## src/rtl/cmdx_pkg.sv

```systemverilog
package cmdx_pkg;

  localparam int KEY_W = 24;

  localparam logic [7:0] OP_LUT   = 8'd1;
  localparam logic [7:0] OP_RANGE = 8'd3;
  localparam logic [7:0] OP_PAIRS = 8'd4;
  localparam logic [7:0] OP_BASE  = 8'd8;
  localparam logic [7:0] OP_LUT32 = 8'd10;
  localparam logic [7:0] OP_LUT64 = 8'd11;

  typedef enum logic [3:0] {
    S_IDLE, S_HDR0, S_HDR1, S_HDR2, S_RANGE,
    S_PADDR, S_PVAL, S_LUT, S_DONE, S_FAULT
  } seq_state_e;

  // Header size in words; zero marks an opcode the block does not execute.
  function automatic logic [1:0] hdr_words(input logic [7:0] op);
    case (op)
      OP_LUT, OP_LUT32, OP_LUT64: hdr_words = 2'd3;
      OP_RANGE:                   hdr_words = 2'd2;
      OP_PAIRS, OP_BASE:          hdr_words = 2'd1;
      default:                    hdr_words = 2'd0;
    endcase
  endfunction

  function automatic logic is_lut(input logic [7:0] op);
    is_lut = (op == OP_LUT) || (op == OP_LUT32) || (op == OP_LUT64);
  endfunction

endpackage

```

## src/rtl/cmdx_base_tbl.sv

```systemverilog
module cmdx_base_tbl #(
  parameter int N_BASE = 4,
  parameter int ADDR_W = 32,
  parameter int KEY_W  = 24,
  localparam int IDX_W = (N_BASE > 1) ? $clog2(N_BASE) : 1
) (
  input  logic              clk,
  input  logic              rst_n,
  input  logic              prog_we,
  input  logic [IDX_W-1:0]  prog_idx,
  input  logic [KEY_W-1:0]  prog_key,
  input  logic [ADDR_W-1:0] prog_addr,
  input  logic [KEY_W-1:0]  look_key,
  output logic              look_hit,
  output logic [ADDR_W-1:0] look_addr
);

  logic [N_BASE-1:0] ent_vld;
  logic [N_BASE-1:0] ent_match;
  logic [KEY_W-1:0]  ent_key  [N_BASE];
  logic [ADDR_W-1:0] ent_addr [N_BASE];

  for (genvar g = 0; g < N_BASE; g++) begin : g_ent
    logic sel;
    assign sel = prog_we && (prog_idx == IDX_W'(g));

    always_ff @(posedge clk or negedge rst_n) begin
      if (!rst_n) begin
        ent_vld[g] <= 1'b0;
      end else if (sel) begin
        ent_vld[g] <= 1'b1;
      end
    end

    always_ff @(posedge clk) begin
      if (sel) begin
        ent_key[g]  <= prog_key;
        ent_addr[g] <= prog_addr;
      end
    end

    assign ent_match[g] = ent_vld[g] && (ent_key[g] == look_key);
  end

  // Scan from the top so the lowest matching index is the one kept.
  always_comb begin
    look_hit  = |ent_match;
    look_addr = '0;
    for (int i = N_BASE - 1; i >= 0; i--) begin
      if (ent_match[i]) look_addr = ent_addr[i];
    end
  end

endmodule

```

## src/rtl/cmdx_wr_stage.sv

```systemverilog
module cmdx_wr_stage #(
  parameter int ADDR_W = 32
) (
  input  logic              clk,
  input  logic              rst_n,
  input  logic              req_valid,
  input  logic [ADDR_W-1:0] req_addr,
  input  logic [31:0]       req_data,
  output logic              slot_free,
  output logic              wr_valid,
  input  logic              wr_ready,
  output logic [ADDR_W-1:0] wr_addr,
  output logic [31:0]       wr_data
);

  logic              v_q, v_d;
  logic [ADDR_W-1:0] a_q;
  logic [31:0]       d_q;
  logic              load;

  assign slot_free = !v_q || wr_ready;
  assign load      = req_valid && slot_free;

  always_comb begin
    v_d = v_q;
    if (load)          v_d = 1'b1;
    else if (wr_ready) v_d = 1'b0;
  end

  always_ff @(posedge clk or negedge rst_n) begin
    if (!rst_n) begin
      v_q <= 1'b0;
    end else begin
      v_q <= v_d;
    end
  end

  always_ff @(posedge clk) begin
    if (load) begin
      a_q <= req_addr;
      d_q <= req_data;
    end
  end

  assign wr_valid = v_q;
  assign wr_addr  = a_q;
  assign wr_data  = d_q;

endmodule

```

## src/rtl/cmdx_seq.sv

```systemverilog
module cmdx_seq
  import cmdx_pkg::*;
#(
  parameter int LEN_W  = 16,
  parameter int ADDR_W = 32
) (
  input  logic              clk,
  input  logic              rst_n,
  input  logic              go,
  input  logic [LEN_W-1:0]  go_len,
  input  logic              in_valid,
  input  logic [31:0]       in_word,
  output logic              in_ready,
  output logic [KEY_W-1:0]  look_key,
  input  logic              look_hit,
  input  logic [ADDR_W-1:0] look_addr,
  output logic              req_valid,
  output logic [ADDR_W-1:0] req_addr,
  output logic [31:0]       req_data,
  input  logic              slot_free,
  input  logic              drained,
  output logic              busy,
  output logic              done,
  output logic              err
);

  localparam int CNT_W  = 17;
  localparam int NEED_W = ((LEN_W > CNT_W) ? LEN_W : CNT_W) + 2;
  localparam logic [ADDR_W-1:0] STEP   = ADDR_W'(4);
  localparam logic [ADDR_W-1:0] OFS_HI = ADDR_W'(8);
  localparam logic [ADDR_W-1:0] OFS_LO = ADDR_W'(12);

  seq_state_e        state_q, state_d;
  logic [LEN_W-1:0]  rem_q, rem_d;
  logic [CNT_W-1:0]  cnt_q, cnt_d;
  logic [7:0]        op_q, op_d;
  logic [ADDR_W-1:0] ptr_q, ptr_d;
  logic              hi_q, hi_d;
  logic              bok_q, bok_d;
  logic [ADDR_W-1:0] base_q, base_d;

  logic              take;
  logic [7:0]        op_w;
  logic [15:0]       f16;
  logic [16:0]       bytes_w;
  logic [CNT_W-1:0]  payload;
  logic [NEED_W-1:0] need;
  logic              hdr_fault;
  logic [LEN_W-1:0]  rem_dec;
  logic              last_word;
  logic [ADDR_W-1:0] off24;
  seq_state_e        after_cmd;

  assign op_w      = in_word[31:24];
  assign f16       = in_word[15:0];
  assign bytes_w   = {1'b0, f16} + 17'd1;
  assign look_key  = in_word[KEY_W-1:0];
  assign off24     = ADDR_W'(in_word[KEY_W-1:0]);
  assign rem_dec   = rem_q - LEN_W'(1);
  assign last_word = (rem_dec == '0);
  assign after_cmd = last_word ? S_DONE : S_HDR0;
  assign take      = in_valid && in_ready;

  // Payload words declared by a first word
  always_comb begin
    case (op_w)
      OP_RANGE:        payload = {1'b0, f16};
      OP_PAIRS:        payload = {f16, 1'b0};
      OP_LUT, OP_LUT32: payload = {2'b00, bytes_w[16:2]};
      OP_LUT64:        payload = {2'b00, bytes_w[16:3], 1'b0};
      default:         payload = '0;
    endcase
  end

  assign need = NEED_W'(hdr_words(op_w)) + NEED_W'(payload);

  always_comb begin
    hdr_fault = 1'b0;
    if (hdr_words(op_w) == 2'd0)                                hdr_fault = 1'b1;
    if (need > NEED_W'(rem_q))                                  hdr_fault = 1'b1;
    if (((op_w == OP_RANGE) || (op_w == OP_PAIRS)) && (f16 == '0)) hdr_fault = 1'b1;
    if (is_lut(op_w) && !bok_q)                                 hdr_fault = 1'b1;
    if ((op_w == OP_BASE) && !look_hit)                         hdr_fault = 1'b1;
  end

  always_comb begin
    case (state_q)
      S_HDR0, S_HDR1, S_HDR2, S_PADDR: in_ready = 1'b1;
      S_RANGE, S_PVAL, S_LUT:          in_ready = slot_free;
      default:                         in_ready = 1'b0;
    endcase
  end

  // Next-state process
  always_comb begin
    state_d   = state_q;
    rem_d     = rem_q;
    cnt_d     = cnt_q;
    op_d      = op_q;
    ptr_d     = ptr_q;
    hi_d      = hi_q;
    bok_d     = bok_q;
    base_d    = base_q;
    req_valid = 1'b0;
    req_addr  = ptr_q;
    req_data  = in_word;

    if (take) rem_d = rem_dec;

    case (state_q)
      S_IDLE, S_DONE: begin
        if (go) begin
          rem_d   = go_len;
          state_d = (go_len == '0) ? S_DONE : S_HDR0;
        end
      end
      S_HDR0: begin
        if (take) begin
          if (hdr_fault) begin
            state_d = S_FAULT;
          end else begin
            op_d  = op_w;
            cnt_d = payload;
            case (op_w)
              OP_BASE: begin
                base_d  = look_addr;
                bok_d   = 1'b1;
                state_d = after_cmd;
              end
              OP_PAIRS: begin
                cnt_d   = {1'b0, f16};
                state_d = S_PADDR;
              end
              default: state_d = S_HDR1;
            endcase
          end
        end
      end
      S_HDR1: begin
        if (take) begin
          if (op_q == OP_RANGE) begin
            ptr_d   = base_q + off24;
            state_d = S_RANGE;
          end else begin
            state_d = S_HDR2;
          end
        end
      end
      S_HDR2: begin
        if (take) begin
          ptr_d   = base_q + off24;
          hi_d    = 1'b0;
          state_d = (cnt_q == '0) ? after_cmd : S_LUT;
        end
      end
      S_RANGE: begin
        if (take) begin
          req_valid = 1'b1;
          ptr_d     = ptr_q + STEP;
          cnt_d     = cnt_q - CNT_W'(1);
          if (cnt_q == CNT_W'(1)) state_d = after_cmd;
        end
      end
      S_PADDR: begin
        if (take) begin
          ptr_d   = base_q + ADDR_W'(in_word);
          state_d = S_PVAL;
        end
      end
      S_PVAL: begin
        if (take) begin
          req_valid = 1'b1;
          cnt_d     = cnt_q - CNT_W'(1);
          state_d   = (cnt_q == CNT_W'(1)) ? after_cmd : S_PADDR;
        end
      end
      S_LUT: begin
        if (op_q == OP_LUT)        req_addr = ptr_q + OFS_HI;
        else if (op_q == OP_LUT32) req_addr = ptr_q + OFS_LO;
        else                       req_addr = ptr_q + (hi_q ? OFS_HI : OFS_LO);
        if (take) begin
          req_valid = 1'b1;
          hi_d      = !hi_q;
          cnt_d     = cnt_q - CNT_W'(1);
          if (cnt_q == CNT_W'(1)) state_d = after_cmd;
        end
      end
      default: state_d = S_FAULT;
    endcase
  end

  // Register process
  always_ff @(posedge clk or negedge rst_n) begin
    if (!rst_n) begin
      state_q <= S_IDLE;
      rem_q   <= '0;
      cnt_q   <= '0;
      op_q    <= '0;
      ptr_q   <= '0;
      hi_q    <= 1'b0;
      bok_q   <= 1'b0;
      base_q  <= '0;
    end else begin
      state_q <= state_d;
      rem_q   <= rem_d;
      cnt_q   <= cnt_d;
      op_q    <= op_d;
      ptr_q   <= ptr_d;
      hi_q    <= hi_d;
      bok_q   <= bok_d;
      base_q  <= base_d;
    end
  end

  assign err  = (state_q == S_FAULT);
  assign done = (state_q == S_DONE) && drained;
  assign busy = !drained ||
                !((state_q == S_IDLE) || (state_q == S_DONE) || (state_q == S_FAULT));

endmodule

```

## src/rtl/cmdx_exec.sv

```systemverilog
module cmdx_exec
  import cmdx_pkg::*;
#(
  parameter int LEN_W  = 16,
  parameter int ADDR_W = 32,
  parameter int N_BASE = 4,
  localparam int IDX_W = (N_BASE > 1) ? $clog2(N_BASE) : 1
) (
  input  logic              clk,
  input  logic              rst_n,
  input  logic              go,
  input  logic [LEN_W-1:0]  go_len,
  input  logic              in_valid,
  output logic              in_ready,
  input  logic [31:0]       in_word,
  input  logic              tbl_we,
  input  logic [IDX_W-1:0]  tbl_idx,
  input  logic [KEY_W-1:0]  tbl_key,
  input  logic [ADDR_W-1:0] tbl_addr,
  output logic              wr_valid,
  input  logic              wr_ready,
  output logic [ADDR_W-1:0] wr_addr,
  output logic [31:0]       wr_data,
  output logic              busy,
  output logic              done,
  output logic              err
);

  logic [KEY_W-1:0]  look_key;
  logic              look_hit;
  logic [ADDR_W-1:0] look_addr;
  logic              req_valid;
  logic [ADDR_W-1:0] req_addr;
  logic [31:0]       req_data;
  logic              slot_free;

  cmdx_base_tbl #(.N_BASE(N_BASE), .ADDR_W(ADDR_W), .KEY_W(KEY_W)) u_tbl (
    .clk       (clk),
    .rst_n     (rst_n),
    .prog_we   (tbl_we),
    .prog_idx  (tbl_idx),
    .prog_key  (tbl_key),
    .prog_addr (tbl_addr),
    .look_key  (look_key),
    .look_hit  (look_hit),
    .look_addr (look_addr)
  );

  cmdx_seq #(.LEN_W(LEN_W), .ADDR_W(ADDR_W)) u_seq (
    .clk       (clk),
    .rst_n     (rst_n),
    .go        (go),
    .go_len    (go_len),
    .in_valid  (in_valid),
    .in_word   (in_word),
    .in_ready  (in_ready),
    .look_key  (look_key),
    .look_hit  (look_hit),
    .look_addr (look_addr),
    .req_valid (req_valid),
    .req_addr  (req_addr),
    .req_data  (req_data),
    .slot_free (slot_free),
    .drained   (!wr_valid),
    .busy      (busy),
    .done      (done),
    .err       (err)
  );

  cmdx_wr_stage #(.ADDR_W(ADDR_W)) u_wr (
    .clk       (clk),
    .rst_n     (rst_n),
    .req_valid (req_valid),
    .req_addr  (req_addr),
    .req_data  (req_data),
    .slot_free (slot_free),
    .wr_valid  (wr_valid),
    .wr_ready  (wr_ready),
    .wr_addr   (wr_addr),
    .wr_data   (wr_data)
  );

endmodule

```

## config.mk

```make
export PLATFORM = sky130hd
export DESIGN_NAME = cmdx_exec
export DESIGN_NICKNAME = d
export VERILOG_FILES = /design/src/rtl/cmdx_pkg.sv /design/src/rtl/cmdx_base_tbl.sv /design/src/rtl/cmdx_wr_stage.sv /design/src/rtl/cmdx_seq.sv /design/src/rtl/cmdx_exec.sv
export SDC_FILE = /design/constraint.sdc
export NUM_CORES = 1
export LEC_CHECK = 0
export BUFFER_PORTS_ARGS = -buffer_cell sky130_fd_sc_hd__buf_2
export CORE_UTILIZATION = 50
export DETAILED_ROUTE_END_ITERATION = 10
export PLACE_DENSITY = 0.69
export SETUP_SLACK_MARGIN = 0.1
export SLEW_MARGIN = 20
export SYNTH_ARGS = -nofsm -noshare
export SYNTH_HDL_FRONTEND = slang
export SYNTH_SLANG_ARGS = --single-unit
```

## constraint.sdc

```tcl
create_clock -name clk -period 5 [get_ports clk]
set_clock_uncertainty 0.15 [all_clocks]
set_input_delay 0.25 -clock clk [delete_from_list [all_inputs] [get_ports clk]]
set_output_delay 0.25 -clock clk [all_outputs]
set_load 0.005 [all_outputs]
```

## After elaboration in Yosys (flattened, before gate mapping)

Memories as Yosys holds them, arrays and structs flattened.
Cells that the tools add are included.

| operators by class | value |
|---|---|
| add/subtract/negate cells | 10 |
| div/mod/pow operators | 0 |
| shift-type cells | 0 |
| multiplexer cells | 79 |
| reduce and logical (&&, ||, !) cells | 57 |
| multiply operators | 0 |
| magnitude comparators | 1 |
| bitwise gates (word level) | 1 |
| equal/unequal tests | 39 |

Operators with widths:

| operator | number |
|---|---|
| $mux W32 | 15 |
| $pmux W32 S4 | 1 |
| $eq A24 B24 Y1 | 4 |
| $reduce_or A32 Y1 | 3 |
| $mux W24 | 3 |
| $reduce_or A24 Y1 | 3 |
| $mux W17 | 4 |
| $pmux W17 S4 | 1 |
| $add A32 B32 Y32 | 2 |
| $add A32 B4 Y32 const B | 2 |
| $mux W4 | 13 |
| $logic_not A16 Y1 | 3 |
| $mux W16 | 3 |
| $pmux W17 S2 | 1 |
| $add A32 B24 Y32 | 1 |
| $add A32 B3 Y32 const B | 1 |
| $eq A8 B4 Y1 const B | 4 |
| $pmux W4 S7 | 1 |
| $mux W1 | 25 |
| $ne A2 B1 Y1 const B | 11 |
| $gt A19 B16 Y1 | 1 |
| $add A2 B17 Y18 | 1 |
| $add A16 B1 Y17 const B | 1 |
| $eq A17 B1 Y1 const B | 1 |
| 33 further kinds | 82 |

| storage, ports and cells | value |
|---|---|
| output and inout bits | 69 |
| bits in writable memories | 224 |
| latch bits | 0 |
| memories | 2 |
| flip-flop bits (word level) | 180 |
| memory bits (read-only) | 0 |

Memories:

| name | words | width | rd ports | clocked after Yosys merged registers in | wr ports | RTL line | text |
|---|---|---|---|---|---|---|---|
| u_tbl.ent_addr | 4 | 32 | 4 | 0 | 1 | cmdx_base_tbl.sv:21 | `logic [ADDR_W-1:0] ent_addr [N_BASE];` |
| u_tbl.ent_key | 4 | 24 | 4 | 0 | 1 | cmdx_base_tbl.sv:20 | `logic [KEY_W-1:0] ent_key [N_BASE];` |

## Depth between registers and ports, before layout

Gate-level depths: netlist of the first run.

| depth | value |
|---|---|
| depth after elaboration | 12 |
| depth in mapped cells | 25 |
| gate-level depth less buffers | 22 |

## By module

A second synthesis of the first run with hierarchy kept.

| second synthesis, totals | value |
|---|---|
| cell total of the unflattened synthesis | 1985 |
| area, all modules | 21658.3 um2 |

By module, submodules not included:

| module | cells each | times used | seq. area each (um2) | area an instance (um2) |
|---|---|---|---|---|
| cmdx_seq | 1344 | 1 | 2777.7 | 10669.0 |
| cmdx_base_tbl | 572 | 1 | 6826.5 | 9009.9 |
| cmdx_wr_stage | 68 | 1 | 1946.9 | 1975.6 |
| cmdx_exec | 1 | 1 | 0.0 | 3.8 |

## Least setup slack after synthesis of the first run

OpenSTA, ideal clock, no wires.

| path | value |
|---|---|
| kind | input to register |
| start | input in_word[29] |
| end | register u_seq.cnt_q[1] |
| arrival time | 5.360 ns |
| cell stages on the path | 25 |
| slack | -0.635 ns |
| path buffers | 4 |
| data required time | 4.725 ns |
| path through | nor4_2 > buf_6 > nand4b_1 > clkbuf_1 > clkbuf_1 > nand3_1 > ha_1 > fa_1 > inv_1 > a211oi_1 > and2_1 > nand2_1 > a21oi_1 > or3b_2 > xnor2_1 > ha_1 > a211o_1 > a21oi_1 > o2111ai_1 > a21o_1 > a21oi_1 > o211a_1 > or2_1 > buf_2 > mux2_4 |

| on the way | value |
|---|---|
| longest elaborated chain between the ends | 11 |
| elaborated cells on any way between the ends | 31 |
| those cells by class | 1 x add/sub; 1 x order compare; 7 x eq/ne; 11 x mux; 11 x reduce/logical |

Ends and longest elaborated chain:

| item | RTL line | text |
|---|---|---|
| start: declaration | cmdx_exec.sv:15 | `input logic [31:0] in_word,` |
| $eq A8 B4 Y1, or another cell as far along | cmdx_pkg.sv:19, cmdx_pkg.sv:28, cmdx_seq.sv:66 |  |
| $reduce_or A3 Y1, or another cell as far along | cmdx_pkg.sv:19 | `case (op)` |
| $pmux W2 S3 / $pmux W17 S4 (equally long branches) | cmdx_pkg.sv:19, cmdx_seq.sv:66 |  |
| $add A2 B17 Y18 / $logic_not A2 Y1 (equally long branches) | cmdx_seq.sv:75, cmdx_seq.sv:79 |  |
| $gt A19 B16 Y1 / $mux W1 (equally long branches) | cmdx_seq.sv:80, cmdx_seq.sv:79 |  |
| $mux W1 | cmdx_seq.sv:80 | `if (need > NEED_W'(rem_q)) hdr_fault = 1'b1;` |
| $mux W1 | cmdx_seq.sv:81 | `if (((op_w == OP_RANGE) \|\| (op_w == OP_PAIRS)) && (f16 == '0)) hdr_fault = 1'b1;` |
| $mux W1 | cmdx_seq.sv:82 | `if (is_lut(op_w) && !bok_q) hdr_fault = 1'b1;` |
| $mux W1 | cmdx_seq.sv:83 | `if ((op_w == OP_BASE) && !look_hit) hdr_fault = 1'b1;` |
| $ne A2 B2 Y1 (no source line) | n/a |  |
| $reduce_and A4 Y1 (no source line) | n/a |  |
| end signal: assignment | cmdx_seq.sv:206 | `cnt_q <= cnt_d;` |
| end: declaration | cmdx_seq.sv:35 | `logic [CNT_W-1:0] cnt_q, cnt_d;` |

Several ways; a longest one is shown, not always the timed one. The select of a mux whose other input is x is not followed.
A chain may end at the register's enable or synchronous reset.

## Final worst setup path of the first run

| path | value |
|---|---|
| start | input in_word[26] |
| end | register u_seq.cnt_q[1] |

The elaborated chain is that of the path after synthesis.

==> results.toml, run 1 <==
[timing]
finalHoldViolCount = 0
slew_viol_final = 0
setup_viol = 0
fin_setup_tns_ns = 0
tightest_slew_ns = 1.01
slew-limit-headroom_pct = 32.0
rsz0062_at_grt = "true"
period_minus_slack_ns = 4.70
clock.fmax_ghz = 0.213
fin_crit_sh_pct = 94.0
finalWorstSetupSlack_ns = 0.300

[yosys]
synth_top_area_share_pct = 40.8
ys_warn_count = 0
synth_top_cell_by_area = "edfxtp_1"
synthCells = 1935
yosysSeqAreaShare_pct = 54.5
synth_fp_nets = 2107
yosysUniqueCellTypes = 87
synth_area_mm2 = 0.0212
synth_seq_cells = 404
avgSynthCellArea_um2 = 10.9
yosysMostFrequentCell = "edfxtp_1"
synthFlopType = "edfxtp_1"
synth_area_leaders = "edfxtp_1 (41%), dfrtp_1 (14%), xnor2_1 (5.0%), o21ai_0 (3.7%), ha_1 (3.4%)"
ys_async_sr_fraction_pct = 28.7
synth_edf_count = 288
ys_top_cells_by_count = "edfxtp_1 (288), nand2_1 (158), o21ai_0 (155), xnor2_1 (120), dfrtp_1 (116)"

[critical_path]
r2r-end = "u_seq.ptr_q[20]"
arrival_ns = 5.02
start_kind = "input port"
rrSetupSlack_ns = 1.29
crit_type = "in -> reg"
worst_ep_required_time_ns = 5.32
worstReg2RegStart = "u_seq.base_q[0]"
endpoint_kind = "flop"
ff2ff_path_depth = 12
crit_slowest_cell = "dlygate4sd3_1"
cpPeakStageDelay_ns = 0.58
crit_path_cell_trace = "dlygate4sd3_1, buf_4, buf_4, and3b_1, a32oi_1, or2_2, and2_1, nor2_1, nand2_2, a21oi_2, or3b_4, xnor2_2, ha_1, a211o_1, a21oi_2, o2111ai_1, a21o_1, a21oi_2, o211a_1, or2_1, mux2_4"
worstPathMaxFanout = 7
cp_common_cell = "a21oi_2"

[route]
vias = 16500
drtIter0Drc = 1423
drc_errors = 0
avgRoutedWirePerCell_um = 21.0
avgViaCountPerCell = 5.86
first_pass_iters = 5
routed_wl_um = 59000
drtAntennaViolNets = 0

[clocking]
clock-sinks = 404
cts-buffers-inserted = 43
h-tree-depth = 2
postCtsSetupBuffers = 0
clk_pin_slew_ns = 0.06
clock_latency_ns = 0.58
cts_tree = "done"
cts_root_buffer = "clkbuf_16"
cts_buffer_depth = 3

[min_path]
min_to = "u_wr.wr_data[10]"
min_path_cells = 2
min_from = "in_word[10]"
hold_path_class = "in -> reg"

[place]
pre_cts_ws_ns = -0.246
hpwl_um = 41400
port_buffers = 180
gp_congestion = 0.903

[layout]
fin_util_pct = 61.0
n_antenna_cell = 0
nets = 2404
layout-drive-gt1-share_pct = 18.3
syn_to_final_growth_pct = 20.5
fillers = 3456

[global_routing]
grt_pass1_vias = 15700
grt_use_total_pct = 27.4
grt_antenna_before_repair = 1
grt_overflow = 0
grt_pass1_wl_um = 91600
grt_start_max_net_pins = 65

[run_status]
outcome = "finished clean"

[die]
ios = 181
core-area_mm2 = 0.0419
die_x_um = 208
initial_core_util_pct = 50.6
placementRows = 75
die_h_um = 208
die-area_mm2 = 0.0432

[power_and_ir_drop]
cellLeakagePower_uw = 0.0101
peakVddDrop_mv = 0.339
p_per_area_mw_per_mm2 = 382

[flow_run]
cap_viol_max_count = 0
## area by class of cell
type | instances | area, µm² | area share, %
flip-flops and latches | 404 | 11600 | 45.3
multi-input cells | 1354 | 9070 | 35.5
repair buffers | 357 | 2550 | 10.0
clock buffers | 58 | 1160 | 4.56
well taps | 539 | 674 | 2.64
inverters | 72 | 270 | 1.06
clock inverters | 22 | 240 | 0.941
## state kept, by name, summed over array words and instances (netlist names), 4 cells and up
register and count:
u_seq.base_q 32, u_wr.wr_data 32, u_seq.cnt_q 17, u_seq.rem_q 16
u_seq.state_q 4, u_wr.wr_addr 32, u_tbl.ent_key 96, u_seq.ptr_q 32
u_tbl.ent_addr 128, u_seq.op_q 8, u_tbl.ent_vld 4
## cell families after synthesis
kind of cell / Yosys count / synth area share (%)
AND/OR/NAND/NOR: 623 / 15.1
AO/OA/AOI/OAI: 418 / 12.1
flip-flops: 404 / 54.5
XOR/XNOR: 182 / 7.53
buffers and inverters: 177 / 3.46
multiplexers: 71 / 3.60
adder cells (fa/ha/maj): 60 / 3.62
## cell usage in the layout, fill, tap and decap left out, types with 57 or more instances in the layout
cell type        n
edfxtp_1       288
buf_2          178
nand2_1        156
o21ai_0        135
xnor2_1        119
dfrtp_1        116
nor2_1         112
dlygate4sd3_1  101
a21oi_1         93
nand3_1         81
buf_4           72
inv_1           70
xor2_1          62
ha_1            57
## metrics by stage
step / hold slack, ns / area (µm²) / power, µW / instances
after global routing: 0.0423 / 25500 / 10200 / 2806
after floorplan: -0.196 / 21300 / 5830 / 1935
after CTS: 0.0296 / 25500 / 9780 / 2806
after detailed placement: 0.285 / 23100 / 6510 / 2625
final: 0.0638 / 25500 / 9750 / 2806
after global placement: 0.288 / 23100 / 6450 / 2625
## worst max path at each step
stage / end / slack [ns] / startpoint / depth (start not counted)
after floorplan: u_seq.cnt_q[1] / -0.14 / in_word[29] / 24
after global routing: u_seq.cnt_q[1] / 0.09 / in_word[26] / 23
after global placement: u_seq.cnt_q[1] / -0.17 / in_word[29] / 23
after detailed placement: u_seq.base_q[26] / -0.25 / in_word[29] / 24
final: u_seq.cnt_q[1] / 0.30 / in_word[26] / 21
after CTS: u_seq.base_q[26] / 0.21 / in_word[26] / 24
## power by group
group / switching [µW] / total (µW) / internal, µW
Clock: 1330 / 3190 / 1860
Combinational: 1210 / 2050 / 835
Sequential: 470 / 4520 / 4050
## worst max-delay path: cells and delay by family
kind | cells | cell delay, ns
adder cells (fa/ha/maj) | 1 | 0.31
XOR/XNOR | 1 | 0.13
multiplexers | 1 | 0.30
buffers and inverters | 3 | 0.94
AND/OR/NAND/NOR | 7 | 1.67
AO/OA/AOI/OAI | 8 | 1.42
## timing repair
action	CTS	global route
resized for setup	0	28
hold buffers	101	0
endpoints found under the hold margin	328	0
setup endpoints to repair	0	56
## routing by layer
layer / GRT usage, % / share of wire, % / up-vias
met5: 0 / 0.022 / -
met1: 39.7 / 46 / 8036
li1: - / - / 7766
met4: 6.16 / 1.6 / 2
met3: 3.89 / 6.2 / 69
met2: 43.8 / 46 / 578
Power figures use the tool's default switching activity.
==> run 2, diff against run 1 <==
--- a/config.mk
+++ b/config.mk
@@ -14,3 +14,4 @@
 export SYNTH_ARGS = -nofsm -noshare
 export SYNTH_HDL_FRONTEND = slang
 export SYNTH_SLANG_ARGS = --single-unit
+export TNS_END_PERCENT = 100
==> constraint.sdc (replaced) <==
create_clock -name clk -period 5.75 [get_ports clk]
set_clock_uncertainty 0.15 [all_clocks]
set_input_delay 0.2875 -clock clk [delete_from_list [all_inputs] [get_ports clk]]
set_output_delay 0.2875 -clock clk [all_outputs]
set_load 0.005 [all_outputs]
==> results.toml, run 2 (synthesis gave the netlist of run 1 again) <==
[place]
gp_congestion = 0.909
hpwl_um = 40200
port_buffers = 180
postPlaceCellArea_mm2 = 0.0227

[global_routing]
grt_use_met1_pct = 39.6
grt_use_total_pct = 27.2
grt_overflow = 0
grt_antenna_before_repair = 0
grt_busiest_layer = "met2"
grt_pass1_vias = 15600
grtUsageMet2_pct = 42.5
gr-usage-met3_pct = 3.72
grt_pass1_wl_um = 91000
grt_start_max_net_pins = 68

[timing]
fin_setup_tns_ns = 0
rsz0062_at_grt = "false"
slew-limit-headroom_pct = 25.4
clock.fmax_ghz = 0.182
setup_viol = 0
finalHoldViolCount = 0
fin_crit_sh_pct = 95.6
tightest_slew_ns = 1.10
period_minus_slack_ns = 5.50
slew_viol_final = 0

[min_path]
min_path_cells = 1
hold_path_class = "in -> reg"

[power_and_ir_drop]
p_per_area_mw_per_mm2 = 342
cellLeakagePower_uw = 0.00996
power_uw = 8650
peakVddDrop_mv = 0.258

[layout]
multiInputGateArea_mm2 = 0.00901
syn_to_final_growth_pct = 19.4
seq_area_mm2 = 0.0116
fillers = 3436
layout-drive-gt1-share_pct = 17.3
fin_util_pct = 60.4
layout_commonest_cell = "edfxtp_1"
layout_top_registers = "u_tbl.ent_addr x128, u_tbl.ent_key x96"
regMostFlops = "u_tbl.ent_addr"
fin_area_mm2 = 0.0253
largest_register_ffs = 128
n_antenna_cell = 0
nets = 2373
layout_common_cells = "edfxtp_1 (288), buf_2 (178), nand2_1 (158), o21ai_0 (152), xnor2_1 (120)"

[clocking]
cts_tree = "done"
clk_pin_slew_ns = 0.06
h-tree-depth = 2
cts_buffer_depth = 3
cts_root_buffer = "clkbuf_16"
clock_latency_ns = 0.59
cts-buffers-inserted = 44
clock-sinks = 404

[critical_path]
endpoint_kind = "flop"
crit_type = "in -> reg"
crit_path_cell_trace = "dlygate4sd3_1, buf_4, or4_4, a211o_1, nor3_2, o21ai_2, nand3_2, fa_2, inv_1, a211oi_2, and2_1, nand2_1, a21oi_2, or3b_2, xnor2_1, ha_1, a211o_1, a21oi_2, o2111ai_1, a21o_1, a21o_1, or4_4, a221oi_2"
worst_ep_required_time_ns = 6.08
cpPeakStageDelay_ns = 0.54
worstPathMaxFanout = 4
ff2ff_path_depth = 7
start_kind = "input port"
arrival_ns = 5.82
crit_slowest_cell = "or4_4"

[die]
die-area_mm2 = 0.0432
die_h_um = 208
ios = 181
placementRows = 75
initial_core_util_pct = 50.6
die_x_um = 208
core-area_mm2 = 0.0419

[route]
first_pass_iters = 6
vias = 16400
drtAntennaViolNets = 0
avgViaCountPerCell = 5.92
avgRoutedWirePerCell_um = 21.2
drtIter0Drc = 1685
routed_wl_um = 58800
drc_errors = 0

[run_status]
outcome = "finished clean"

[flow_run]
cap_viol_max_count = 0
run 2: cell types whose count changed in the layout (fill, tap and decap cells not counted), sizes merged:
cell         before  now
clkbuf           58   53
clkinvlp          2    4
dlygate4sd3     101   96
clkinv           13   14
bufinv            4    7
buf             256  228
o211a             3    4
run 2: routing by layer:
layer  part of all wire, %  routed length (µm)
met3                   6.4                3770
met2                    46               26900
met5                     0                   0
met4                   2.2                1280
met1                    46               26800
run 2: report_power, final:
part           internal, µW  leakage [µW]  switching, µW
clock network          1770      0.000731           1210
registers              3520       0.00412            407
logic                   700       0.00511           1050
run 2: final timing paths:
kind                                    end  slack [ns]              from
min in group asynchronous   u_seq.rem_q[13]        0.25             rst_n
max in group asynchronous    u_seq.ptr_q[1]        3.90             rst_n
setup reg to reg            u_seq.cnt_q[15]        1.90  u_seq.state_q[0]
hold / removal             u_wr.wr_data[14]        0.02       in_word[14]
setup / recovery           u_seq.state_q[2]        0.25       in_word[30]
hold reg to reg             u_wr.wr_addr[0]        0.30    u_seq.ptr_q[0]
run 2: cell type report:
| class | instances | share of cell area (%) |
|---|---|---|
| clock buffers | 53 | 4.57 |
| clock inverters | 28 | 1.47 |
| inverters | 72 | 1.07 |
| multi-input cells | 1355 | 35.6 |
| flip-flops and latches | 404 | 45.7 |
| well taps | 539 | 2.67 |
| repair buffers | 324 | 8.90 |
run 2: worst max-delay path: cells and delay by family:
family | cells | cell delay (ns)
AOI/OAI and AO/OA | 10 | 2.04
xor gates and xnor gates | 1 | 0.14
adders and majority gates | 2 | 0.54
buffers and inverters | 3 | 0.74
and+or+nand+nor | 7 | 2.07
run 2: what timing repair did:
item,in CTS,in global routing
hold buffers,96,0
setup buffers,0,6
resized for setup,0,22
setup endpoints to repair,0,60
hold endpoints to repair,329,0
run 2: through the flow:
stage          worst slack [ns]  hold WS [ns]  instances
2_1_floorplan             0.223        -0.158       1935
3_3_place_gp              0.125         0.284       2591
3_5_place_dp             0.0757         0.289       2591
4_1_cts                   0.121       0.00522       2768
5_1_grt                  0.0755        0.0101       2775
6_report                  0.252        0.0187       2775
==> run 3, diff against run 2 <==
--- a/config.mk
+++ b/config.mk
@@ -10,7 +10,6 @@
 export DETAILED_ROUTE_END_ITERATION = 10
 export PLACE_DENSITY = 0.69
 export SETUP_SLACK_MARGIN = 0.1
-export SLEW_MARGIN = 20
 export SYNTH_ARGS = -nofsm -noshare
 export SYNTH_HDL_FRONTEND = slang
 export SYNTH_SLANG_ARGS = --single-unit
==> constraint.sdc (replaced) <==
create_clock -name clk -period 5.6 [get_ports clk]
set_clock_uncertainty 0.15 [all_clocks]
set_input_delay 0.28 -clock clk [delete_from_list [all_inputs] [get_ports clk]]
set_output_delay 0.28 -clock clk [all_outputs]
set_load 0.005 [all_outputs]
==> results.toml, run 3 (synthesis gave the netlist of run 1 again) <==
[critical_path]
worstPathMaxFanout = 10
crit_path_cell_trace = "dlygate4sd3_1, buf_2, or3b_4, a211o_1, buf_4, nand3_1, ha_2, fa_2, inv_1, a211oi_2, and2_4, nand2_1, a21oi_2, or3b_4, xnor2_2, ha_1, a211o_1, a21oi_2, o2111ai_1, a21o_1, a21o_1, or4_1, a221oi_1"
arrival_ns = 5.62
worst_ep_required_time_ns = 5.92
start_kind = "input port"
crit_family = "compound AO/OA/AOI/OAI gates"
crit_slowest_cell = "dlygate4sd3_1"
endpoint_kind = "flop"
cpPeakStageDelay_ns = 0.58
crit_type = "in -> reg"
rrSetupSlack_ns = 2.00
critPathBufInv = 4

[die]
initial_core_util_pct = 50.6
die_x_um = 208
placementRows = 75
ios = 181
die_h_um = 208
core-area_mm2 = 0.0419
die-area_mm2 = 0.0432

[timing]
finalWorstSetupSlack_ns = 0.297
fin_crit_sh_pct = 94.7
setup_viol = 0
rsz0062_at_grt = "false"
clock.fmax_ghz = 0.189
period_minus_slack_ns = 5.30
slew_viol_final = 0
fin_setup_tns_ns = 0
slew-limit-headroom_pct = 31.4
finalHoldViolCount = 0
tightest_slew_ns = 1.02

[power_and_ir_drop]
cellLeakagePower_uw = 0.00994
p_per_area_mw_per_mm2 = 340
peakVddDrop_mv = 0.263

[clocking]
cts_root_buffer = "clkbuf_16"
clk_pin_slew_ns = 0.06
cts_tree = "done"
cts_buffer_depth = 3
clock-sinks = 404
clock_latency_ns = 0.58
h-tree-depth = 2
cts-buffers-inserted = 43

[layout]
layout_commonest_cell = "edfxtp_1"
layout-drive-gt1-share_pct = 17.5
regMostFlops = "u_tbl.ent_addr"
nets = 2381
layout_top_registers = "u_tbl.ent_addr x128, u_tbl.ent_key x96"
layout_common_cells = "edfxtp_1 (288), buf_2 (179), nand2_1 (158), o21ai_0 (151), xnor2_1 (119)"
largest_register_ffs = 128
fillers = 3464
syn_to_final_growth_pct = 19.0

[route]
drtIter0Drc = 1669
avgViaCountPerCell = 5.93
routed_wl_um = 58800
drc_errors = 0
avgRoutedWirePerCell_um = 21.1
drtAntennaViolNets = 0
first_pass_iters = 5
vias = 16500

[run_status]
outcome = "finished clean"

[place]
gp_congestion = 0.911
hpwl_um = 40200
port_buffers = 180
pre_cts_ws_ns = 0.0109

[global_routing]
grt_pass1_wl_um = 90600
grt_antenna_before_repair = 3
grt_use_total_pct = 27.1
grt_start_max_net_pins = 72
grt_overflow = 0
grt_pass1_vias = 15600

[flow_run]
cap_viol_max_count = 0

[min_path]
hold_path_class = "in -> reg"
==> run 3: cell count changes in the layout (fill, tap and decap cells not counted), moves of 2 or more <==
cell       previous run  this run
buf_12                1         3
inv_6                 2         0
diode_2               0         3
clkbuf_8              0         3
clkinv_2              5         8
buf_4                46        54
clkinv_1              6         8
buf_6                 3         1
or3b_4                0         2
bufinv_16             7         0
o21ai_1               5         7
==> run 3: timing repair <==
| item | 4_1_cts | 5_1_grt |
|---|---|---|
| endpoints found under the setup margin | 0 | 60 |
| setup buffers | 0 | 6 |
| resized for setup | 0 | 22 |
| hold buffers | 97 | 0 |
| endpoints found under the hold margin | 310 | 0 |
==> run 3: worst reg2reg max path: cells and delay by family (launching register included) <==
family / cells / cell delay, ns
buffers and inverters: 3 / 1.53
DFF: 1 / 0.56
and+or+nand+nor: 3 / 0.94
==> run 3: report_power, final <==
part           switching (µW)  total (µW)  internal (µW)
clock network            1210        2740           1520
registers                 422        4030           3610
logic                    1070        1800            724
total                    2710        8570           5860
==> run 3: final cells by class <==
class	count	area (µm²)	area share, %
diodes	3	7.51	0.0298
clock buffers	55	1190	4.73
clock inverters	24	169	0.670
inverters	72	270	1.07
multi-input cells	1354	9000	35.7
flip-flops and latches	404	11600	45.8
well taps	539	674	2.67
repair buffers	334	2340	9.29
==> run 3: worst paths after layout <==
| path | startpoint | to | depth (start not counted) |
|---|---|---|---|
| worst max-delay path | in_word[27] | u_seq.state_q[1] | 23 |
| worst max register to register | u_seq.state_q[3] | u_wr.wr_data[8] | 6 |
| worst min-delay path | in_word[11] | u_wr.wr_data[11] | 1 |
| max in group asynchronous | rst_n | u_seq.ptr_q[7] | 3 |
| worst min register to register | u_seq.ptr_q[0] | u_wr.wr_addr[0] | 0 |
| min in group asynchronous | rst_n | u_tbl.ent_vld[2] | 2 |
==> run 3: layer usage <==
layer / vias up / part of all wire (%) / track usage (%)
met3: 97 / 6.7 / 3.62
met2: 631 / 45 / 42.0
met5: - / 0 / 0
met4: 0 / 2.5 / 8.45
met1: 8083 / 45 / 39.7
li1: 7706 / - / -
==> run 3: metrics by stage <==
step / util [%] / std cells / cell area (µm²) / hold WS (ns) / total power [µW]
after floorplan: - / 1935 / 21200 / -0.166 / 5180
after global placement: 54.3 / 2600 / 22700 / 0.206 / 5720
after detailed placement: 54.3 / 2600 / 22700 / 0.214 / 5780
after CTS: 59.9 / 2776 / 25100 / 0.00403 / 8570
after global routing: 60.2 / 2785 / 25200 / 0.0224 / 8970
final: 60.2 / 2785 / 25200 / 0.0334 / 8570
